===== config.mk =====
export PLATFORM = sky130hd
export DESIGN_NAME = svpwm_duty_gen
export DESIGN_NICKNAME = d
export VERILOG_FILES = /design/src/rtl/svpwm_pkg.sv /design/src/rtl/svpwm_ctrl.sv /design/src/rtl/svpwm_sector.sv /design/src/rtl/svpwm_datapath.sv /design/src/rtl/svpwm_duty_gen.sv
export SDC_FILE = /design/constraint.sdc
export NUM_CORES = 2
export LEC_CHECK = 0
export BUFFER_PORTS_ARGS = -buffer_cell sky130_fd_sc_hd__buf_4
export CAP_MARGIN = 20
export CORE_AREA = 2 2 263 265
export CTS_CLUSTER_SIZE = 30
export DETAILED_ROUTE_END_ITERATION = 12
export DIE_AREA = 0 0 265 267
export PLACE_DENSITY_LB_ADDON = 0.1
export SYNTH_ARGS = -nofsm -noshare
export SYNTH_HDL_FRONTEND = slang
export SYNTH_SLANG_ARGS = --single-unit

===== constraint.sdc =====
create_clock -name clk -period 14.25 [get_ports clk]
set_clock_uncertainty 0.15 [all_clocks]
set_input_delay 2.1375 -clock clk [delete_from_list [all_inputs] [get_ports clk]]
set_output_delay 2.1375 -clock clk [all_outputs]
set_load 0.1 [all_outputs]

===== src/rtl/svpwm_pkg.sv =====
package svpwm_pkg;

  // Order of the multiplier passes; the datapath accumulates across them.
  typedef enum logic [2:0] {
    STEP_DCOS = 3'd0,
    STEP_QSIN = 3'd1,
    STEP_DSIN = 3'd2,
    STEP_QCOS = 3'd3,
    STEP_TERM = 3'd4
  } mulStep_e;

  typedef struct packed {
    logic     latchOps;  // capture the command and angle operands
    logic     mulEn;     // perform the multiplier pass given by step
    mulStep_e step;
    logic     writeOut;  // register sector and duty words
  } ctrlStrobe_t;

endpackage


===== src/rtl/svpwm_ctrl.sv =====
module svpwm_ctrl
  import svpwm_pkg::*;
(
  input  logic        clk,
  input  logic        rstN,
  input  logic        start,
  input  logic        enable,
  output ctrlStrobe_t strb,
  output logic        done
);

  typedef enum logic [1:0] {S_IDLE, S_MUL, S_WRITE, S_DONE} state_e;

  state_e   state;
  mulStep_e step;
  logic     accept;

  assign accept = (state == S_IDLE) && start && enable;

  always_comb begin
    strb.latchOps = accept;
    strb.mulEn    = (state == S_MUL);
    strb.step     = step;
    strb.writeOut = (state == S_WRITE);
  end

  always_ff @(posedge clk) begin
    if (!rstN) begin
      state <= S_IDLE;
      step  <= STEP_DCOS;
      done  <= 1'b0;
    end else begin
      done <= (state == S_DONE);
      unique case (state)
        S_IDLE: begin
          if (accept) begin
            state <= S_MUL;
            step  <= STEP_DCOS;
          end
        end
        S_MUL: begin
          if (step == STEP_TERM) state <= S_WRITE;
          else                   step  <= mulStep_e'(step + 3'd1);
        end
        S_WRITE: state <= S_DONE;
        S_DONE:  state <= S_IDLE;
        default: state <= S_IDLE;
      endcase
    end
  end

endmodule


===== src/rtl/svpwm_sector.sv =====
module svpwm_sector #(
  parameter int DATA_W = 32,
  parameter int SHIFT  = 16
) (
  input  logic signed [DATA_W-1:0] alpha,
  input  logic signed [DATA_W-1:0] beta,
  input  logic signed [DATA_W-1:0] term,
  output logic        [2:0]        sector,
  output logic signed [DATA_W-1:0] phaseA,
  output logic signed [DATA_W-1:0] phaseB,
  output logic signed [DATA_W-1:0] phaseC
);

  localparam logic signed [DATA_W-1:0] ZERO = '0;

  logic signed [DATA_W-1:0] negAlpha, negTerm;
  logic signed [DATA_W-1:0] sumAT, difTA, difAT, negSum;

  always_comb begin
    negAlpha = -alpha;
    negTerm  = -term;
    sumAT    = alpha + term;
    difTA    = term - alpha;
    difAT    = alpha - term;
    negSum   = negTerm - alpha;
  end

  // Quadrant first, then the 60-degree boundary inside it.
  always_comb begin
    if (beta > ZERO) begin
      if (alpha > ZERO) sector = (term > alpha)    ? 3'd1 : 3'd0;
      else              sector = (term < negAlpha) ? 3'd2 : 3'd1;
    end else begin
      if (alpha > ZERO) sector = (term > negAlpha) ? 3'd5 : 3'd4;
      else              sector = (term > alpha)    ? 3'd3 : 3'd4;
    end
  end

  // Bottom-clamped duties: one phase held at zero per sector pair.
  always_comb begin
    if (sector <= 3'd1) begin
      phaseA = sumAT >>> SHIFT;
      phaseB = term >>> (SHIFT - 1);
      phaseC = ZERO;
    end else if (sector <= 3'd3) begin
      phaseA = ZERO;
      phaseB = difTA >>> SHIFT;
      phaseC = negSum >>> SHIFT;
    end else begin
      phaseA = difAT >>> SHIFT;
      phaseB = ZERO;
      phaseC = negTerm >>> (SHIFT - 1);
    end
  end

endmodule


===== src/rtl/svpwm_datapath.sv =====
module svpwm_datapath
  import svpwm_pkg::*;
#(
  parameter int DATA_W    = 32,
  parameter int DUTY_W    = 16,
  parameter int VALID_BIT = 14,
  parameter int RECIP     = 37837,
  parameter int SHIFT     = 16
) (
  input  logic                     clk,
  input  logic                     rstN,
  input  ctrlStrobe_t              strb,
  input  logic signed [DATA_W-1:0] cmdD,
  input  logic signed [DATA_W-1:0] cmdQ,
  input  logic signed [DATA_W-1:0] angSin,
  input  logic signed [DATA_W-1:0] angCos,
  output logic        [2:0]        sector,
  output logic        [DUTY_W-1:0] duty0,
  output logic        [DUTY_W-1:0] duty1,
  output logic        [DUTY_W-1:0] duty2
);

  localparam int PROD_W = 2 * DATA_W;
  localparam logic signed [DATA_W-1:0] RECIP_W = DATA_W'(RECIP);
  localparam logic [DUTY_W-1:0] VALID_MASK = DUTY_W'(1) << VALID_BIT;

  logic signed [DATA_W-1:0] opD, opQ, opS, opC;
  logic signed [DATA_W-1:0] acc, alpha, beta, term;
  logic signed [DATA_W-1:0] mulA, mulB, prodLo;
  logic signed [PROD_W-1:0] prodFull;

  logic        [2:0]        nxtSector;
  logic signed [DATA_W-1:0] phaseA, phaseB, phaseC;

  always_ff @(posedge clk) begin
    if (!rstN) begin
      opD <= '0; opQ <= '0; opS <= '0; opC <= '0;
    end else if (strb.latchOps) begin
      opD <= cmdD; opQ <= cmdQ; opS <= angSin; opC <= angCos;
    end
  end

  always_comb begin
    unique case (strb.step)
      STEP_DCOS: begin mulA = opD;     mulB = opC;            end
      STEP_QSIN: begin mulA = opQ;     mulB = opS;            end
      STEP_DSIN: begin mulA = opD;     mulB = opS;            end
      STEP_QCOS: begin mulA = opQ;     mulB = opC;            end
      STEP_TERM: begin mulA = RECIP_W; mulB = beta >>> SHIFT; end
      default:   begin mulA = '0;      mulB = '0;             end
    endcase
  end

  // One shared signed multiplier; only the low word is kept (wraps).
  assign prodFull = $signed({{DATA_W{mulA[DATA_W-1]}}, mulA})
                  * $signed({{DATA_W{mulB[DATA_W-1]}}, mulB});
  assign prodLo   = prodFull[DATA_W-1:0];

  always_ff @(posedge clk) begin
    if (!rstN) begin
      acc <= '0; alpha <= '0; beta <= '0; term <= '0;
    end else if (strb.mulEn) begin
      unique case (strb.step)
        STEP_DCOS: acc   <= prodLo;
        STEP_QSIN: alpha <= acc + prodLo;
        STEP_DSIN: acc   <= prodLo;
        STEP_QCOS: beta  <= acc - prodLo;
        STEP_TERM: term  <= prodLo;
        default:   acc   <= acc;
      endcase
    end
  end

  svpwm_sector #(
    .DATA_W (DATA_W),
    .SHIFT  (SHIFT)
  ) u_sector (
    .alpha  (alpha),
    .beta   (beta),
    .term   (term),
    .sector (nxtSector),
    .phaseA (phaseA),
    .phaseB (phaseB),
    .phaseC (phaseC)
  );

  always_ff @(posedge clk) begin
    if (!rstN) begin
      sector <= '0;
      duty0  <= '0;
      duty1  <= '0;
      duty2  <= '0;
    end else if (strb.writeOut) begin
      sector <= nxtSector;
      duty0  <= phaseB[DUTY_W-1:0] | VALID_MASK;
      duty1  <= phaseC[DUTY_W-1:0] | VALID_MASK;
      duty2  <= phaseA[DUTY_W-1:0] | VALID_MASK;
    end
  end

endmodule


===== src/rtl/svpwm_duty_gen.sv =====
module svpwm_duty_gen
  import svpwm_pkg::*;
#(
  parameter int DATA_W    = 32,
  parameter int DUTY_W    = 16,
  parameter int VALID_BIT = 14,
  parameter int RECIP     = 37837
) (
  input  logic              clk,
  input  logic              rstN,
  input  logic              start,
  input  logic              enable,
  input  logic [DATA_W-1:0] cmdD,
  input  logic [DATA_W-1:0] cmdQ,
  input  logic [DATA_W-1:0] angSin,
  input  logic [DATA_W-1:0] angCos,
  output logic [2:0]        sector,
  output logic [DUTY_W-1:0] duty0,
  output logic [DUTY_W-1:0] duty1,
  output logic [DUTY_W-1:0] duty2,
  output logic              done
);

  ctrlStrobe_t strb;

  svpwm_ctrl u_ctrl (
    .clk    (clk),
    .rstN   (rstN),
    .start  (start),
    .enable (enable),
    .strb   (strb),
    .done   (done)
  );

  svpwm_datapath #(
    .DATA_W    (DATA_W),
    .DUTY_W    (DUTY_W),
    .VALID_BIT (VALID_BIT),
    .RECIP     (RECIP),
    .SHIFT     (16)
  ) u_dp (
    .clk    (clk),
    .rstN   (rstN),
    .strb   (strb),
    .cmdD   ($signed(cmdD)),
    .cmdQ   ($signed(cmdQ)),
    .angSin ($signed(angSin)),
    .angCos ($signed(angCos)),
    .sector (sector),
    .duty0  (duty0),
    .duty1  (duty1),
    .duty2  (duty2)
  );

endmodule


==> Yosys cells after proc, flatten, opt, wreduce, memory -nomap -nowiden <==
Index checks and enable logic that the tools add are counted.
{ "op_classes": {"mul": 1, "mux": 21, "shift": 0, "order_cmp": 7, "n_addsub": 9, "div": 0, "eq_ne": 10, "reduce_logical": 15, "bitwise_logic": 0} }
{ "ops": {"columns": ["op", "count"], "rows": [
  ["$pmux W32 S3", 2],
  ["$sub A32 B32 Y32", 4],
  ["$mux W16", 6],
  ["$add A32 B32 Y32", 2],
  ["$gt A32 B1 Y1 const B", 2],
  ["$gt A32 B32 Y1", 2],
  ["$neg A32 Y32", 2],
  ["$lt A32 B32 Y1", 1],
  ["$mul A32 B32 Y32", 1],
  ["$mux W3", 5],
  ["$reduce_and A2 Y1", 5],
  ["$mux W2", 4],
  ["$pmux W2 S4", 1],
  ["$reduce_or A2 Y1", 4],
  ["$eq A3 B2 Y1 const B", 2],
  ["$pmux W3 S2", 1],
  ["$eq A2 B2 Y1 const B", 2],
  ["$ne A2 B1 Y1 const B", 2],
  ["$add A3 B1 Y3 const B", 1],
  ["$eq A3 B1 Y1 const B", 1],
  ["$eq A3 B3 Y1 const B", 1],
  ["$le A3 B1 Y1 const B", 1],
  ["$le A3 B2 Y1 const B", 1],
  ["$logic_not A3 Y1", 1],
  ["other kinds (7)", 9]
]} }
{ "totals": {"inputBits": 132, "output_inout_bits": 52, "mem_count": 0, "ram_bits": 0, "register_bits": 313, "latch_bits": 0, "elab_cells": 78, "romBits": 0} }

==> Longest topological paths before layout <==
{ "logic_depth": {"word_depth": 8, "ltp_mapped": 50, "depth_no_buf": 46} }

==> Hierarchy <==
From an unflattened synthesis, not the netlist that was laid out.
{ "hier_totals": {"cells_unflattened": 4762, "area_unflattened_um2": 38942.3} }
{ "modules_own_cells": {"columns": ["module", "cells_per_inst", "seq_area_each_um2", "area_per_inst_um2", "instances"], "rows": [
  ["svpwm_datapath", 3536, 6105.9, 30465.5, 1],
  ["svpwm_sector", 1183, 0.0, 8061.5, 1],
  ["svpwm_ctrl", 43, 120.1, 415.4, 1]
]} }

==> Least setup slack after synthesis <==
No wires, ideal clock.
{ "synth_path": {"path_kind": "register to register", "from": "reg u_ctrl.step[1]", "to": "reg u_dp.beta[31]", "period_less_slack_ps": 10549, "path_buffers": 5, "path_slack_ps": 3701, "arrival_ps": 10266, "setup_ps": 133, "path_stages_with_launch": 49, "required_ps": 13967, "path_cell_list": "dfxtp_1 inv_1 ha_1 nor2b_1 or2_1 buf_2 buf_6 buf_2 a221oi_1 clkbuf_1 clkbuf_1 nor2_1 fa_1 fa_1 fa_1 inv_1 fa_1 inv_1 [13 not listed] a21o_1 a21oi_1 xor2_1 inv_1 ha_1 inv_1 a21o_1 nor2_1 nor2_1 nor2_1 a311o_1 nor3_1 or3_1 o31a_1 a221o_1 a221oi_1 xnor2_1 a21oi_1"} }
{ "synth_between": {"elab_chain_cells": 5, "word_cells_on_any_way": 14, "cone_classes": "add/sub (1); mul (1); eq/ne (4); mux (2); reduce/logical (6)"} }
{ "synth_rtl": {"columns": ["element", "line_no", "text"], "rows": [
  ["from (decl)", "svpwm_ctrl.sv:15", "mulStep_e step;"],
  ["from (signal assigned)", "svpwm_ctrl.sv:43", "else step <= mulStep_e'(step + 3'd1);"],
  ["$eq A3 B1 Y1 (tied with other cells)", "svpwm_datapath.sv:44", "unique case (strb.step)"],
  ["$reduce_or A2 Y1 (no source line)", null, null],
  ["$pmux W32 S3", "svpwm_datapath.sv:44", null],
  ["$mul A32 B32 Y32 *", "svpwm_datapath.sv:56", "* $signed({{DATA_W{mulB[DATA_W-1]}}, mulB});"],
  ["via u_dp.prodFull[20]", "svpwm_datapath.sv:30", "logic signed [PROD_W-1:0] prodFull;"],
  ["$sub A32 B32 Y32 *", "svpwm_datapath.sv:67", "STEP_QCOS: beta <= acc - prodLo;"],
  ["to (signal assigned)", "svpwm_datapath.sv:67", null],
  ["to (decl)", "svpwm_datapath.sv:28", "logic signed [DATA_W-1:0] acc, alpha, beta, term;"]
]} }
The timed path passes the listed nets; every way through them passes the cells marked *.
A chain may end at the register's enable or synchronous reset.

==> Worst setup path in the final report <==
{ "layout_path": {"from": "reg u_ctrl.step[2]", "to": "reg u_dp.beta[31]"} }
Same word-level chain as after synthesis.

==> metrics.yaml <==
grt_first_pass_wirelength_mm: 180.8
irDropWorstVdd_mv: 0.1291
power_mw: 4.528
hold_path.class: "register to register"
synth_async_sr_flop_share_pct: 0
die_w_um: 265
drt_iter0_drc: 3265
hold_depth: 2
min_period_ps: 12020
grt_use_met3_pct: 6.680
wl_mm: 117.3
cts_tree: "done"
critPathLaunch: "u_ctrl.step[2]"
track_usage_pct: 32.97
syn2layout_area_growth_pct: 9.502
critPathKind: "register to register"
insertion_delay_ps: 590
synth_top_flop_cell: "dfxtp_1"
min_from: "u_dp.opD[27]"
crit_path_max_incr_delay_ps: 970
worst-path-buf-inv: 8
synthMuxAreaShare_pct: 0.1623
cts.sinks: 311
port_buffers: 183
diodes: 0
dp.cells: 5517
status: "complete, no violations"
avgSynthCellArea_um2: 8.002
post-dp-hpwl_mm: 91.48
rows: 96
yosysWarnings: 0
slew_headroom_pct: 9.521
cp.depth: 43
fin_nets: 5599
synth_edf_count: 0
die_area_um2: 70760
crit_arrival_ps: 12300
synthAdderAreaFrac_pct: 35.07
setup_viol: 0
hold_viol_final: 0
worst_pin_slew_ps: 1357
whs_ps: 302.2
rsz0062_at_grt: "no"
grt_max_degree: 184
postCtsSetupBuffers: 0
synthesis.nets: 5547
r2r_start: "u_ctrl.step[2]"
post-route-period-util_pct: 84.34
fmax_ghz: 0.08321
powerDensity_nw_per_um2: 111.8
cts_max_path_buffers: 3
grt.busiest_layer: "met1"
vias: 32570
grt_pass1_vias: 30910
drive_gt1_share_pct: 8.186
viasPerCell: 5.832
synth_top_family_by_area: "adder cells"
cp-start-kind: "register"
cts_hold_buf: 0
fin_util_pct: 59.60
slowest_stage: "a221oi_2"
io_pins: 184
met2_usage_pct: 48.78
synthCells: 4624
final_cells: 5585
clk_pin_slew_ps: 60
postRouteAntennaNets: 0
crit_fanout: 48
ys_seq_area_share_pct: 16.83
first_pass_iters: 6
synth_area_um2: 37000
numCtsBuffers: 37
maxCapViolations: 0
setup-tns-final_ps: 0
cts_resized: 0
die_h_um: 267
coreArea_um2: 67990
synth-seq-cells: 311
drc: 0
synth-compound-area-share_pct: 16.35
antenna_found_initial: 2
cp_top_family: "adder cells"
endpoint_kind: "register"
synth-simple-area-share_pct: 17.19
worstPathRequired_ps: 14530
initial_core_util_pct: 54.42
htreeDepth: 2
synth.distinct_cells: 79
gp_congestion: 0.9895
cts_root_buf: "clkbuf_16"
drv_slew: 0
grt_overflow_total: 0
synth-xor-area-share_pct: 5.657
met1_usage_pct: 49.33
r2r_cells: 43
wl_per_cell_um: 21.00
leakage_nw: 18.46
==> cell usage in the layout (no fill, tap or decap), types with 13 or more instances in the layout <==
| cell type | synthesis | final |
|---|---|---|
| o21a_1 | 28 | 28 |
| nand3_1 | 41 | 40 |
| nand2b_1 | 32 | 32 |
| o21bai_1 | 28 | 28 |
| nor3_1 | 48 | 47 |
| or2_2 | 32 | 33 |
| o211a_1 | 15 | 15 |
| a21o_1 | 65 | 64 |
| or3_1 | 18 | 18 |
| a221oi_1 | 29 | 25 |
| nor4_1 | 23 | 23 |
| clkbuf_16 | 0 | 38 |
| xor2_1 | 43 | 43 |
| a221o_1 | 32 | 32 |
| nor2_1 | 606 | 603 |
| nor2b_1 | 32 | 32 |
| nand2_1 | 587 | 586 |
| a22o_1 | 18 | 18 |
| o31ai_1 | 16 | 16 |
| ha_1 | 381 | 380 |
| inv_1 | 611 | 610 |
| a221oi_2 | 11 | 13 |
| a211oi_1 | 32 | 32 |
| a21oi_1 | 397 | 396 |
| xnor2_1 | 187 | 187 |
| buf_4 | 4 | 245 |
| and3_1 | 27 | 26 |
| o21ai_0 | 115 | 114 |
| a31oi_1 | 17 | 17 |
| a22oi_1 | 37 | 36 |
| fa_1 | 410 | 410 |
| dfxtp_1 | 311 | 311 |
| nand4_1 | 23 | 23 |
==> final timing paths <==
check	end	slack (ps)
hold reg to reg	u_dp.opD[27]	300
setup reg to reg	u_dp.beta[31]	2230
setup / recovery	u_dp.beta[31]	2230
hold / removal	u_dp.opD[27]	300
==> final cells by class <==
type / instances / area (um2)
Inverter: 613 / 2308
Fill cell: 6413 / 27470
Timing Repair Buffer: 249 / 1901
Clock inverter: 17 / 276.5
Clock buffer: 49 / 1052
Sequential cell: 311 / 6226
Tap cell: 882 / 1104
Multi-Input combinational cell: 3464 / 27650
==> logic make-up after synthesis <==
family,after synthesis
compound gates,927
xor+xnor,234
fa+ha+maj,791
buf+inv,849
flops,311
mux,6
simple gates,1506
==> per-layer routing <==
layer | vias to the layer above | share of wire (%)
li1 | 15150 | -
met4 | 2 | 2.4
met2 | 1416 | 42
met5 | - | 0.011
met1 | 15820 | 45
met3 | 183 | 10
==> cell usage after synthesis (all sizes together) (8+ instances only) <==
| cell type | n | area share (%) |
|---|---|---|
| a31oi | 17 | 0.29 |
| nand4 | 23 | 0.39 |
| o21ai | 120 | 1.6 |
| a21oi | 397 | 5.4 |
| a22o | 18 | 0.43 |
| fa | 410 | 22 |
| nor2b | 32 | 0.54 |
| o21bai | 28 | 0.57 |
| clkbuf | 201 | 2.0 |
| nor4 | 23 | 0.39 |
| o22ai | 8 | 0.14 |
| a221o | 32 | 0.87 |
| o21a | 28 | 0.57 |
| nand3 | 41 | 0.55 |
| o31ai | 16 | 0.32 |
| buf | 35 | 0.49 |
| o211a | 15 | 0.41 |
| nand2b | 32 | 0.54 |
| nor3 | 48 | 0.65 |
| or3 | 18 | 0.30 |
| a221oi | 41 | 1.2 |
| and2 | 13 | 0.22 |
| inv | 612 | 6.2 |
| nor2 | 606 | 6.1 |
| dfxtp | 311 | 17 |
| nand2 | 587 | 6.0 |
| or2 | 33 | 0.56 |
| and3 | 27 | 0.46 |
| a211oi | 33 | 0.68 |
| xnor2 | 189 | 4.5 |
| xor2 | 43 | 1.0 |
| a22oi | 38 | 0.78 |
| a21o | 65 | 1.3 |
| nand3b | 9 | 0.18 |
| ha | 381 | 13 |
==> power breakdown <==
group	leakage [nW]	total [mW]	switching [mW]	internal, mW
clock network	0.649	1.04	0.409	0.634
registers	2.52	0.997	0.0578	0.940
logic	15.3	2.49	1.65	0.838
total	18.5	4.53	2.12	2.41
==> metrics by stage <==
| stage | setup slack (ps) | area [um2] |
|---|---|---|
| floorplan | 3701 | 37000 |
| detailed placement | 2142 | 39160 |
| global route | 1445 | 40520 |
| CTS | 2146 | 40490 |
| finish | 2232 | 40520 |
| global placement | 2416 | 39150 |
==> worst register-to-register path, delay by kind of cell, from the launching register on <==
family	cells	cell delay, ps
DFF	1	770
buffers and inverters	8	860
AOI/OAI and AO/OA	15	4340
adders and majority gates	11	4450
and+or+nand+nor	7	870
xor gates and xnor gates	2	460
==> state kept, by name, indices dropped and copies added (netlist names) <==
| register | cells |
|---|---|
| u_dp.term | 32 |
| u_dp.opC | 32 |
| u_dp.opD | 32 |
| u_dp.duty2 | 16 |
| u_dp.duty1 | 15 |
| u_ctrl.step | 3 |
| u_dp.sector | 3 |
| u_dp.alpha | 32 |
| u_ctrl.state | 2 |
| u_dp.beta | 32 |
| u_dp.opS | 32 |
| u_ctrl.done | 1 |
| u_dp.opQ | 32 |
| u_dp.acc | 32 |
| u_dp.duty0 | 15 |
Power figures use the tool's default switching activity.
